--- src/rtl/pxser_pkg.sv ---
package pxser_pkg;
  localparam int NUM_PLANES = 4;

  typedef enum logic [1:0] {
    MODE_PLANAR = 2'd0,
    MODE_PACKED = 2'd1,
    MODE_WIDE   = 2'd2
  } shiftMode_t;

  typedef struct packed {
    logic       load;
    logic       shift;
    shiftMode_t mode;
    logic [2:0] slot;
  } ctrlStrb_t;
endpackage

--- src/rtl/pxser_ctrl.sv ---
module pxser_ctrl
  import pxser_pkg::*;
#(
  parameter int PLANE_W = 8
) (
  input  logic      clk,
  input  logic      rstN,
  input  logic      loadStb,
  input  logic      wide256,
  input  logic      packedSel,
  output ctrlStrb_t strb,
  output logic      pixValid,
  output logic      fetchReady
);
  localparam int CNT_W = $clog2(PLANE_W);
  localparam logic [CNT_W-1:0] LAST_BITWISE = CNT_W'(PLANE_W - 1);
  localparam logic [CNT_W-1:0] LAST_WIDE    = CNT_W'(NUM_PLANES - 1);

  logic             active;
  logic [CNT_W-1:0] cnt;
  shiftMode_t       modeQ;
  shiftMode_t       modeReq;
  logic [CNT_W-1:0] lastIdx;
  logic             lastPix;
  logic             accept;

  always_comb begin
    if (wide256)        modeReq = MODE_WIDE;
    else if (packedSel) modeReq = MODE_PACKED;
    else                modeReq = MODE_PLANAR;
  end

  assign lastIdx    = (modeQ == MODE_WIDE) ? LAST_WIDE : LAST_BITWISE;
  assign lastPix    = active && (cnt == lastIdx);
  assign fetchReady = !active || lastPix;
  assign accept     = loadStb && fetchReady;
  assign pixValid   = active;

  always_ff @(posedge clk or negedge rstN) begin
    if (!rstN) begin
      active <= 1'b0;
      cnt    <= '0;
      modeQ  <= MODE_PLANAR;
    end else if (accept) begin
      active <= 1'b1;
      cnt    <= '0;
      modeQ  <= modeReq;
    end else if (lastPix) begin
      active <= 1'b0;
      cnt    <= '0;
    end else if (active) begin
      cnt <= cnt + 1'b1;
    end
  end

  always_comb begin
    strb       = '0;
    strb.load  = accept;
    strb.shift = active && !accept;
    strb.mode  = modeQ;
    strb.slot  = 3'(cnt);
  end


  idle_ready_chk: assert property (@(posedge clk) disable iff (!rstN)
    !pixValid |-> fetchReady);

  accept_starts_chk: assert property (@(posedge clk) disable iff (!rstN)
    (loadStb && fetchReady) |=> pixValid);

  busy_holds_chk: assert property (@(posedge clk) disable iff (!rstN)
    (pixValid && !fetchReady) |=> (pixValid && cnt == $past(cnt) + 1'b1));

  mode_hold_chk: assert property (@(posedge clk) disable iff (!rstN)
    (active && !accept && !lastPix) |=> $stable(modeQ));

  count_bound_chk: assert property (@(posedge clk) disable iff (!rstN)
    (active && modeQ == MODE_WIDE) |-> (cnt <= LAST_WIDE));
endmodule

--- src/rtl/pxser_dpath.sv ---
module pxser_dpath
  import pxser_pkg::*;
#(
  parameter int PLANE_W = 8
) (
  input  logic                          clk,
  input  logic                          rstN,
  input  ctrlStrb_t                     strb,
  input  logic [NUM_PLANES*PLANE_W-1:0] planeBytes,
  input  logic                          pixValid,
  output logic [PLANE_W-1:0]            pixIdx
);
  localparam int PAD_W = PLANE_W - NUM_PLANES;

  logic [PLANE_W-1:0] planeQ [NUM_PLANES];
  logic               upperHalf;

  assign upperHalf = strb.slot[2];

  for (genvar g = 0; g < NUM_PLANES; g++) begin : g_plane
    localparam logic ODD_PLANE = logic'(g % 2);
    always_ff @(posedge clk or negedge rstN) begin
      if (!rstN) begin
        planeQ[g] <= '0;
      end else if (strb.load) begin
        planeQ[g] <= planeBytes[g*PLANE_W +: PLANE_W];
      end else if (strb.shift) begin
        case (strb.mode)
          MODE_PLANAR: planeQ[g] <= planeQ[g] << 1;
          MODE_PACKED: if (ODD_PLANE == upperHalf) planeQ[g] <= planeQ[g] << 2;
          default:     planeQ[g] <= planeQ[g];
        endcase
      end
    end
  end

  always_comb begin
    pixIdx = '0;
    case (strb.mode)
      MODE_PLANAR: begin
        for (int k = 0; k < NUM_PLANES; k++) pixIdx[k] = planeQ[k][PLANE_W-1];
      end
      MODE_PACKED: begin
        if (upperHalf)
          pixIdx = {{PAD_W{1'b0}}, planeQ[3][PLANE_W-1 -: 2], planeQ[1][PLANE_W-1 -: 2]};
        else
          pixIdx = {{PAD_W{1'b0}}, planeQ[2][PLANE_W-1 -: 2], planeQ[0][PLANE_W-1 -: 2]};
      end
      default: pixIdx = planeQ[strb.slot[1:0]];
    endcase
  end


  narrow_modes_chk: assert property (@(posedge clk) disable iff (!rstN)
    (pixValid && strb.mode != MODE_WIDE) |-> (pixIdx[PLANE_W-1:NUM_PLANES] == '0));

  wide_hold_chk: assert property (@(posedge clk) disable iff (!rstN)
    (strb.shift && strb.mode == MODE_WIDE) |=> $stable(planeQ[0]));
endmodule

--- src/rtl/planar_pixel_serializer.sv ---
module planar_pixel_serializer
  import pxser_pkg::*;
#(
  parameter int PLANE_W = 8
) (
  input  logic                          clk,
  input  logic                          rstN,
  input  logic                          loadStb,
  input  logic [NUM_PLANES*PLANE_W-1:0] planeBytes,
  input  logic                          wide256,
  input  logic                          packedSel,
  output logic [PLANE_W-1:0]            pixIdx,
  output logic                          pixValid,
  output logic                          fetchReady
);
  ctrlStrb_t strb;

  pxser_ctrl #(.PLANE_W(PLANE_W)) i_ctrl (
    .clk(clk), .rstN(rstN), .loadStb(loadStb), .wide256(wide256),
    .packedSel(packedSel), .strb(strb), .pixValid(pixValid),
    .fetchReady(fetchReady)
  );

  pxser_dpath #(.PLANE_W(PLANE_W)) i_dpath (
    .clk(clk), .rstN(rstN), .strb(strb), .planeBytes(planeBytes),
    .pixValid(pixValid), .pixIdx(pixIdx)
  );


  reset_idle_chk: assert property (@(posedge clk) $rose(rstN) |-> (!pixValid && fetchReady));
endmodule

--- config.mk ---
export PLATFORM = sky130hd
export DESIGN_NAME = planar_pixel_serializer
export DESIGN_NICKNAME = d
export VERILOG_FILES = /design/src/rtl/pxser_pkg.sv /design/src/rtl/pxser_ctrl.sv /design/src/rtl/pxser_dpath.sv /design/src/rtl/planar_pixel_serializer.sv
export SDC_FILE = /design/constraint.sdc
export NUM_CORES = 1
export LEC_CHECK = 0
export ABC_CLOCK_PERIOD_IN_PS = 1900
export BUFFER_PORTS_ARGS = -buffer_cell sky130_fd_sc_hd__buf_4
export CAP_MARGIN = 15
export CORE_MARGIN = 5
export CORE_UTILIZATION = 49
export CTS_CLUSTER_DIAMETER = 80
export DETAILED_ROUTE_END_ITERATION = 8
export PLACE_DENSITY = 0.71
export SLEW_MARGIN = 10
export SYNTH_ARGS = -nofsm -noshare
export SYNTH_HDL_FRONTEND = slang
export SYNTH_SLANG_ARGS = --single-unit
export TNS_END_PERCENT = 5
--- constraint.sdc ---
create_clock -name clk -period 1.9 [get_ports clk]
set_input_delay 0.285 -clock clk [delete_from_list [all_inputs] [get_ports clk]]
set_output_delay 0.285 -clock clk [all_outputs]
set_load 0.02 [all_outputs]
==> key figures, run 1 <==
Pwr
  • Internal: 0.003388 W
  • Switch share: approximately 43%
  • Clock Power Share: 9.7%
  • PD cells: roughly 1800 nW/um2
  • VDD IR max: around 0.0008 V
  • Reg power frac: 25.6%
  • Net Sw Power: about 0.0026 W
  • Pleak: around 1.4 nW
  • Combinational share of power: between 60% and 70%

Detailed routing
  • Initial DRT Pass Iterations: 4
  • Routed WL per cell: 17.94 um
  • Antenna-violating nets left: 0
  • DRC viols: 0
  • Total number of vias: about 2300
  • Drt total wl: 6924 um
  • Vias per cell: just over 6
  • DRT iter0 DRCs: 182

Setup path
  • Cell count of the worst reg-to-reg path: 8
  • Critical path's largest stage delay: 430 ps
  • Startpoint types: register
  • CP Class: register to primary output
  • Setup crit end: fetchReady
  • RR Startpoint: i_ctrl.cnt[1]$_DFFE_PN0P_
  • Worst setup path start: i_ctrl.cnt[1]$_DFFE_PN0P_
  • WP data arrival: ~1700 ps
  • Setup slack, reg-to-reg: 50 ps
  • Worst-path cell chain: buf_4 > ha_4 > nand4bb_1 > o211a_4 > inv_2 > buf_8 > buf_6
  • Critical path peak fanout: 15
  • Slowest-stage cell, CP: dfrtp_2
  • Worst r2r dst: i_dpath.planeQ[2]$_DFFE_PN0P_
  • Nature of the critical path endpoint: primary output
  • Critical Path Stages: 7
  • Required time of the critical path: 1620 ps
  • Crit-path leading delay family: buffers and inverters
  • WP buf/inv: 4

Hold path
  • Hold_sp: planeBytes[16]
  • Worst Hold Class: input pin to register

Global route
  • Global route overflow: 0
  • GR Util met3: 3.960%
  • Largest net degree at the start of global routing: 39
  • GR Layer Usage met1: 28.16%
  • Global routing's busiest layer: met2
  • GRT Util Overall: approximately a fifth
  • Antenna violations before repair: 0
  • Met2 usage in global routing: a little under a third
  • Vias in the first global route: between 2000 and 2500
  • First-pass GRT wire length: between 10000 and 15000 um

Placed design
  • DP HPWL: around 4800 um
  • GPL Wtd Cong: about 0.89
  • Port Buffers: 46
  • Setup slack at placement: roughly 140 ps

Synthesis
  • FF+latch count, synth: 38
  • Avg Inst Size Synth: ~10 um2
  • Cell area after synthesis: between 2000 and 3000 um2
  • Gate Count Post-Synth: between 200 and 300
  • Synth warn: 0
  • Post-Syn Nets: a little over 300
  • Synth unique cells: 34
  • Sequential fraction of the synthesis area: 36.12%

Final layout
  • Share of layout cells above drive strength 1: around a third
  • Post-layout util: between 60% and 70%
  • Nets: 353
  • Antenna diode count: 0
  • Fill count: 418
  • Area grow syn2layout: 25.24%

CTS
  • CTS tree: yes
  • CTS Buffer Depth: 2
  • CTS Sinks: 38
  • Root buf cell: clkbuf_8
  • Htree depth: 2
  • Clk Latency, worst-skew pair: approximately 280 ps
  • Total CTS buffers: 5
  • Clock-pin slew on the worst setup and hold paths: approximately 80 ps

STA
  • Final setup fails: 4
  • Final setup margin: -37.28 ps
  • Worst slew pin tran: about 480 ps
  • Slew headroom: between 60% and 70%
  • Slew Limit Fails: 0
  • Final hold violation count: 0
  • Hold_ws: 215.5 ps
  • Fin crit share: 102.0%
  • Unrepaired setup endpoints after global routing: yes
  • Fin crit period: roughly 1900 ps
  • Worst clock skew: 6.249 ps
  • Max Fclk: 0.5162 GHz

Floorplan
  • Ports: 47
  • Die Width: approximately 83 um
  • Core ar.: roughly 5200 um2
  • Die Y: roughly 83 um
  • Initial Utilization: about half
  • # rows: 26
  • Die area: between 6000 and 7000 um2

Run status
  • Status: finished with violations
  • Failing checks: setup timing

Run
  • Max-cap violations: 0
## synthesized netlist by cell type
library cell / count / area, um2
nand2b_1: 4 / 25.02
buf_6: 3 / 33.78
mux4_2: 8 / 180.2
nand3_1: 13 / 65.06
mux2i_1: 11 / 110.1
dfrtp_1: 38 / 950.9
o21ai_0: 9 / 45.04
o31ai_1: 13 / 97.59
and2b_2: 1 / 8.760
buf_4: 4 / 30.03
and3_1: 2 / 12.51
nor2_1: 1 / 3.750
a21oi_1: 2 / 10.01
o211a_4: 1 / 17.52
inv_2: 1 / 3.750
and2_4: 1 / 8.760
nand4_1: 1 / 6.260
a21oi_4: 1 / 16.27
a21oi_2: 1 / 8.760
a22o_1: 4 / 35.03
nor3b_1: 12 / 90.09
mux2_2: 6 / 67.56
and2_1: 18 / 112.6
nand2_1: 15 / 56.30
ha_1: 1 / 12.51
buf_2: 11 / 55.05
nor2b_4: 1 / 13.76
a221o_1: 4 / 40.04
nand4bb_1: 1 / 11.26
nor2b_1: 4 / 25.02
inv_1: 24 / 90.09
o211ai_1: 2 / 15.01
a221oi_1: 38 / 332.8
clkbuf_1: 11 / 41.29
## cell usage in the layout, fill, tap and decap left out, types with 2 or more instances in the layout
| cell | n |
|---|---|
| a21oi_1 | 2 |
| a221o_1 | 4 |
| o31ai_1 | 13 |
| dfrtp_1 | 36 |
| and2_4 | 3 |
| mux2_2 | 6 |
| and3_1 | 2 |
| buf_12 | 2 |
| buf_6 | 9 |
| a22o_1 | 4 |
| a221oi_2 | 3 |
| mux2i_1 | 11 |
| and2_1 | 16 |
| o21ai_0 | 5 |
| nand2_1 | 14 |
| nor2b_1 | 3 |
| buf_4 | 57 |
| mux4_2 | 8 |
| nand3_1 | 13 |
| nor3b_1 | 12 |
| o211ai_1 | 2 |
| dfrtp_2 | 2 |
| inv_1 | 24 |
| a221oi_1 | 35 |
| clkbuf_8 | 6 |
| nand2b_1 | 4 |
| o21ai_1 | 3 |
## worst min path at each step
| stage | end | cells after the start |
|---|---|---|
| final | i_dpath.planeQ[8]$_DFFE_PN0P_ | 2 |
| after global routing | i_dpath.planeQ[8]$_DFFE_PN0P_ | 2 |
| after CTS | i_dpath.planeQ[8]$_DFFE_PN0P_ | 2 |
| after detailed placement | i_dpath.planeQ[31]$_DFFE_PN0P_ | 1 |
| after global placement | i_dpath.planeQ[15]$_DFFE_PN0P_ | 1 |
| after floorplan | i_ctrl.cnt[0]$_DFFE_PN0P_ | 0 |
## cell families (layout without fill, tap and decap cells)
kind of cell | Yosys count | count (layout) | synth area share [%]
simple gates | 74 | 74 | 16.68
flops | 38 | 38 | 36.12
mux | 25 | 25 | 13.59
fa+ha+maj | 1 | 1 | 0.4752
buf+inv | 54 | 103 | 9.648
compound gates | 75 | 75 | 23.48
## power by group through the flow
| stage | clock network (W) | registers, W | logic [W] |
|---|---|---|---|
| 3_5_place_dp | 0 | 0.00153 | 0.00353 |
| 6_report | 0.000579 | 0.00153 | 0.00386 |
| 5_1_grt | 0.000627 | 0.00158 | 0.00417 |
| 3_3_place_gp | 0 | 0.00152 | 0.00347 |
| 4_1_cts | 0.000591 | 0.00153 | 0.00366 |
| 2_1_floorplan | 0 | 0.00137 | 0.00265 |
## sequential cells by signal (all words and copies together), names as in the netlist
| signal | count |
|---|---|
| i_ctrl.cnt | 3 |
| i_ctrl.modeQ | 2 |
| i_ctrl.pixValid | 1 |
| i_dpath.planeQ | 32 |
## area by class of cell
| cell class | count | area [um2] | share of cell area [%] |
|---|---|---|---|
| Clock inverter | 2 | 12.51 | 0.3795 |
| Inverter | 25 | 93.84 | 2.846 |
| Timing Repair Buffer | 70 | 594.3 | 18.03 |
| Sequential cell | 38 | 953.4 | 28.92 |
| Tap cell | 70 | 87.58 | 2.657 |
| Multi-Input combinational cell | 175 | 1473 | 44.67 |
| Clock buffer | 6 | 82.58 | 2.505 |
## stage by stage
stage	power, W	setup TNS (ps)	std cells	instance area [um2]
2_1_floorplan	0.004021	0	267	2633
4_1_cts	0.005779	-561.2	384	3228
3_3_place_gp	0.004985	0	373	3075
3_5_place_dp	0.005063	0	373	3075
5_1_grt	0.006376	-510.8	386	3297
6_report	0.005971	-98.70	386	3297
## what timing repair did
| item | 4_1_cts | 5_1_grt |
|---|---|---|
| gates resized for setup | 10 | 16 |
| buffers inserted | 2 | 2 |
| hold endpoints to repair | 38 | 0 |
| setup endpoints to repair | 9 | 12 |
| pin swaps | 3 | 4 |
| hold buffers | 1 | 0 |
## per-layer routing
| metal | share of wire, % | vias up |
|---|---|---|
| met2 | 50 | 91 |
| met5 | 0 | - |
| li1 | - | 1106 |
| met4 | 1.0 | 0 |
| met1 | 43 | 1135 |
| met3 | 6.4 | 8 |
## worst register-to-register path, delay by kind of cell (launching register included)
| family | cells | cell delay, ps |
|---|---|---|
| AO/OA/AOI/OAI | 3 | 620 |
| adder cells (fa/ha/maj) | 1 | 170 |
| buffers and inverters | 3 | 390 |
| flip-flops | 1 | 430 |
| AND/OR/NAND/NOR | 1 | 110 |
Power figures use the tool's default switching activity.
==> run 2, diff against run 1 <==
- BUFFER_PORTS_ARGS: -buffer_cell sky130_fd_sc_hd__buf_4 -> default
- DONT_BUFFER_PORTS: default -> 1
- PLACE_DENSITY: 0.71 -> default
==> key figures, run 2 (same netlist as run 1, synthesis figures left out) <==
CTS
  • CTS Buffer Depth: 2
  • Clk Latency, worst-skew pair: slightly below 300 ps
  • CTS Sinks: 38
  • Total CTS buffers: 5
  • Root buf cell: clkbuf_8
  • Clock-pin slew on the worst setup and hold paths: about 80 ps
  • CTS tree: yes
  • Htree depth: 2

Detailed routing
  • Total number of vias: around 2200
  • Routed WL per cell: just over 20 um
  • Initial DRT Pass Iterations: 4
  • Antenna-violating nets left: 0
  • DRC viols: 0
  • Drt total wl: 6894 um
  • Vias per cell: 6.349
  • DRT iter0 DRCs: between 150 and 200

STA
  • Fin crit period: around 1900 ps
  • Final setup margin: -35.06 ps
  • Fin crit share: 101.8%
  • Worst slew pin tran: 274.2 ps
  • Final setup TNS: -120.2 ps
  • Slew headroom: roughly 80%
  • Hold_ws: ~110 ps
  • Final hold violation count: 0
  • Unrepaired setup endpoints after global routing: yes
  • Max Fclk: about 0.52 GHz
  • Worst clock skew: between 6 and 7 ps
  • Slew Limit Fails: 0
  • Final setup fails: 5

Run status
  • Status: finished with violations
  • Failing checks: setup timing

Final layout
  • Reg with most FFs: i_dpath.planeQ
  • Nets: about 310
  • Antenna diode count: 0
  • Largest regs: i_dpath.planeQ: 32 flops, i_ctrl.cnt: 3 flops, i_ctrl.modeQ: 2 flops
  • Most frequent cells in the layout: a221oi_1 (38), dfrtp_1 (38), inv_1 (24)
  • Share of layout cells above drive strength 1: a little under a quarter
  • Non-filler cells, final: about 340
  • Area grow syn2layout: 11.50%
  • Max reg flops: 32

Run
  • Max-cap violations: 0

Global route
  • Largest net degree at the start of global routing: slightly below 50
  • Global route overflow: 0
  • GRT Util Overall: about a fifth
  • First-pass GRT wire length: 11450 um
  • Vias in the first global route: roughly 2100
  • Antenna violations before repair: 0

Pwr
  • Design Power: about 0.0056 W
  • PD cells: 1909 nW/um2
  • Pleak: approximately 1.2 nW
  • VDD IR max: about 0.00076 V

Floorplan
  • Core ar.: about 5200 um2
  • # rows: 26
  • Ports: 47
  • Die area: 6938 um2
  • Initial Utilization: between 50% and 60%
  • Die Y: 83.30 um
  • Die Width: around 83 um

Placed design
  • Port Buffers: 0
  • Cells after DPL: 330
  • GPL Wtd Cong: approximately 0.9
  • DP HPWL: roughly 4900 um
  • Setup slack at placement: roughly 84 ps

Setup path
  • Critical path peak fanout: 6
  • CP Class: register to primary output
  • WP data arrival: between 1500 and 2000 ps
  • Nature of the critical path endpoint: primary output
  • Startpoint types: register
  • Required time of the critical path: between 1500 and 2000 ps

Hold path
  • Worst Hold Class: input pin to register
[run 2: cell count changes in the layout (fill, tap and decap cells not counted), moves of 2 or more]
cell      delta
buf_6        -6
o21ai_2      +2
dfrtp_2      -2
o21ai_1      -3
a221oi_1     +3
buf_4       -39
dfrtp_1      +2
a221oi_2     -3
[run 2: worst paths after layout]
check / slack [ps] / cells past startpoint / startpoint / end
max in group asynchronous: 1260 / 2 / rstN / i_ctrl.pixValid$_DFFE_PN0P_
min: 110 / 1 / loadStb / i_ctrl.cnt[1]$_DFFE_PN0P_
max: -40 / 4 / i_ctrl.cnt[1]$_DFFE_PN0P_ / pixIdx[0]
min in group asynchronous: 430 / 2 / rstN / i_dpath.planeQ[31]$_DFFE_PN0P_
min reg2reg: 540 / 2 / i_dpath.planeQ[23]$_DFFE_PN0P_ / i_dpath.planeQ[23]$_DFFE_PN0P_
max reg2reg: 60 / 6 / i_ctrl.modeQ[0]$_DFFE_PN0N_ / i_dpath.planeQ[30]$_DFFE_PN0P_
[run 2: stage by stage]
step	util [%]	instance area, um2
floorplan	-	2633
global placement	53.22	2753
detailed placement	53.22	2753
CTS	55.85	2889
global route	56.75	2935
finish	56.75	2935
[run 2: repair_timing]
item                       4_1_cts  5_1_grt
pin swaps                        0        1
hold buffers                     2        0
hold endpoints to repair        38        0
setup buffers                    0        1
setup endpoints to repair        7       24
gates resized for setup          8       10
[run 2: report_power, final]
group	total, W	internal [W]	leakage, nW	switching, W
combinational	0.00351	0.00163	0.694	0.00188
sequential	0.00151	0.00117	0.473	0.000346
clock	0.000583	0.000293	0.0482	0.000290
total	0.00560	0.00309	1.21	0.00251
[run 2: layout make-up]
class | count | area (um2)
clock buffers | 7 | 86.33
flip-flops and latches | 38 | 950.9
clock inverters | 1 | 5.005
inverters | 25 | 93.84
multi-input cells | 175 | 1473
repair buffers | 25 | 239.0
fillers | 457 | 2237
well taps | 70 | 87.58
[run 2: per-layer routing]
layer,GRT usage [%],vias up,share of wire (%)
li1,-,1014,-
met1,29.32,1083,46
met2,30.32,62,47
met3,4.950,6,5.6
met4,4.606,0,1.1
met5,0,-,0
[run 2: critical path: stages, from the launching register on]
cell and delay (ps):
dfrtp_1 430, buf_6 170, mux4_2 550, nand2_2 110, o21ai_2 100
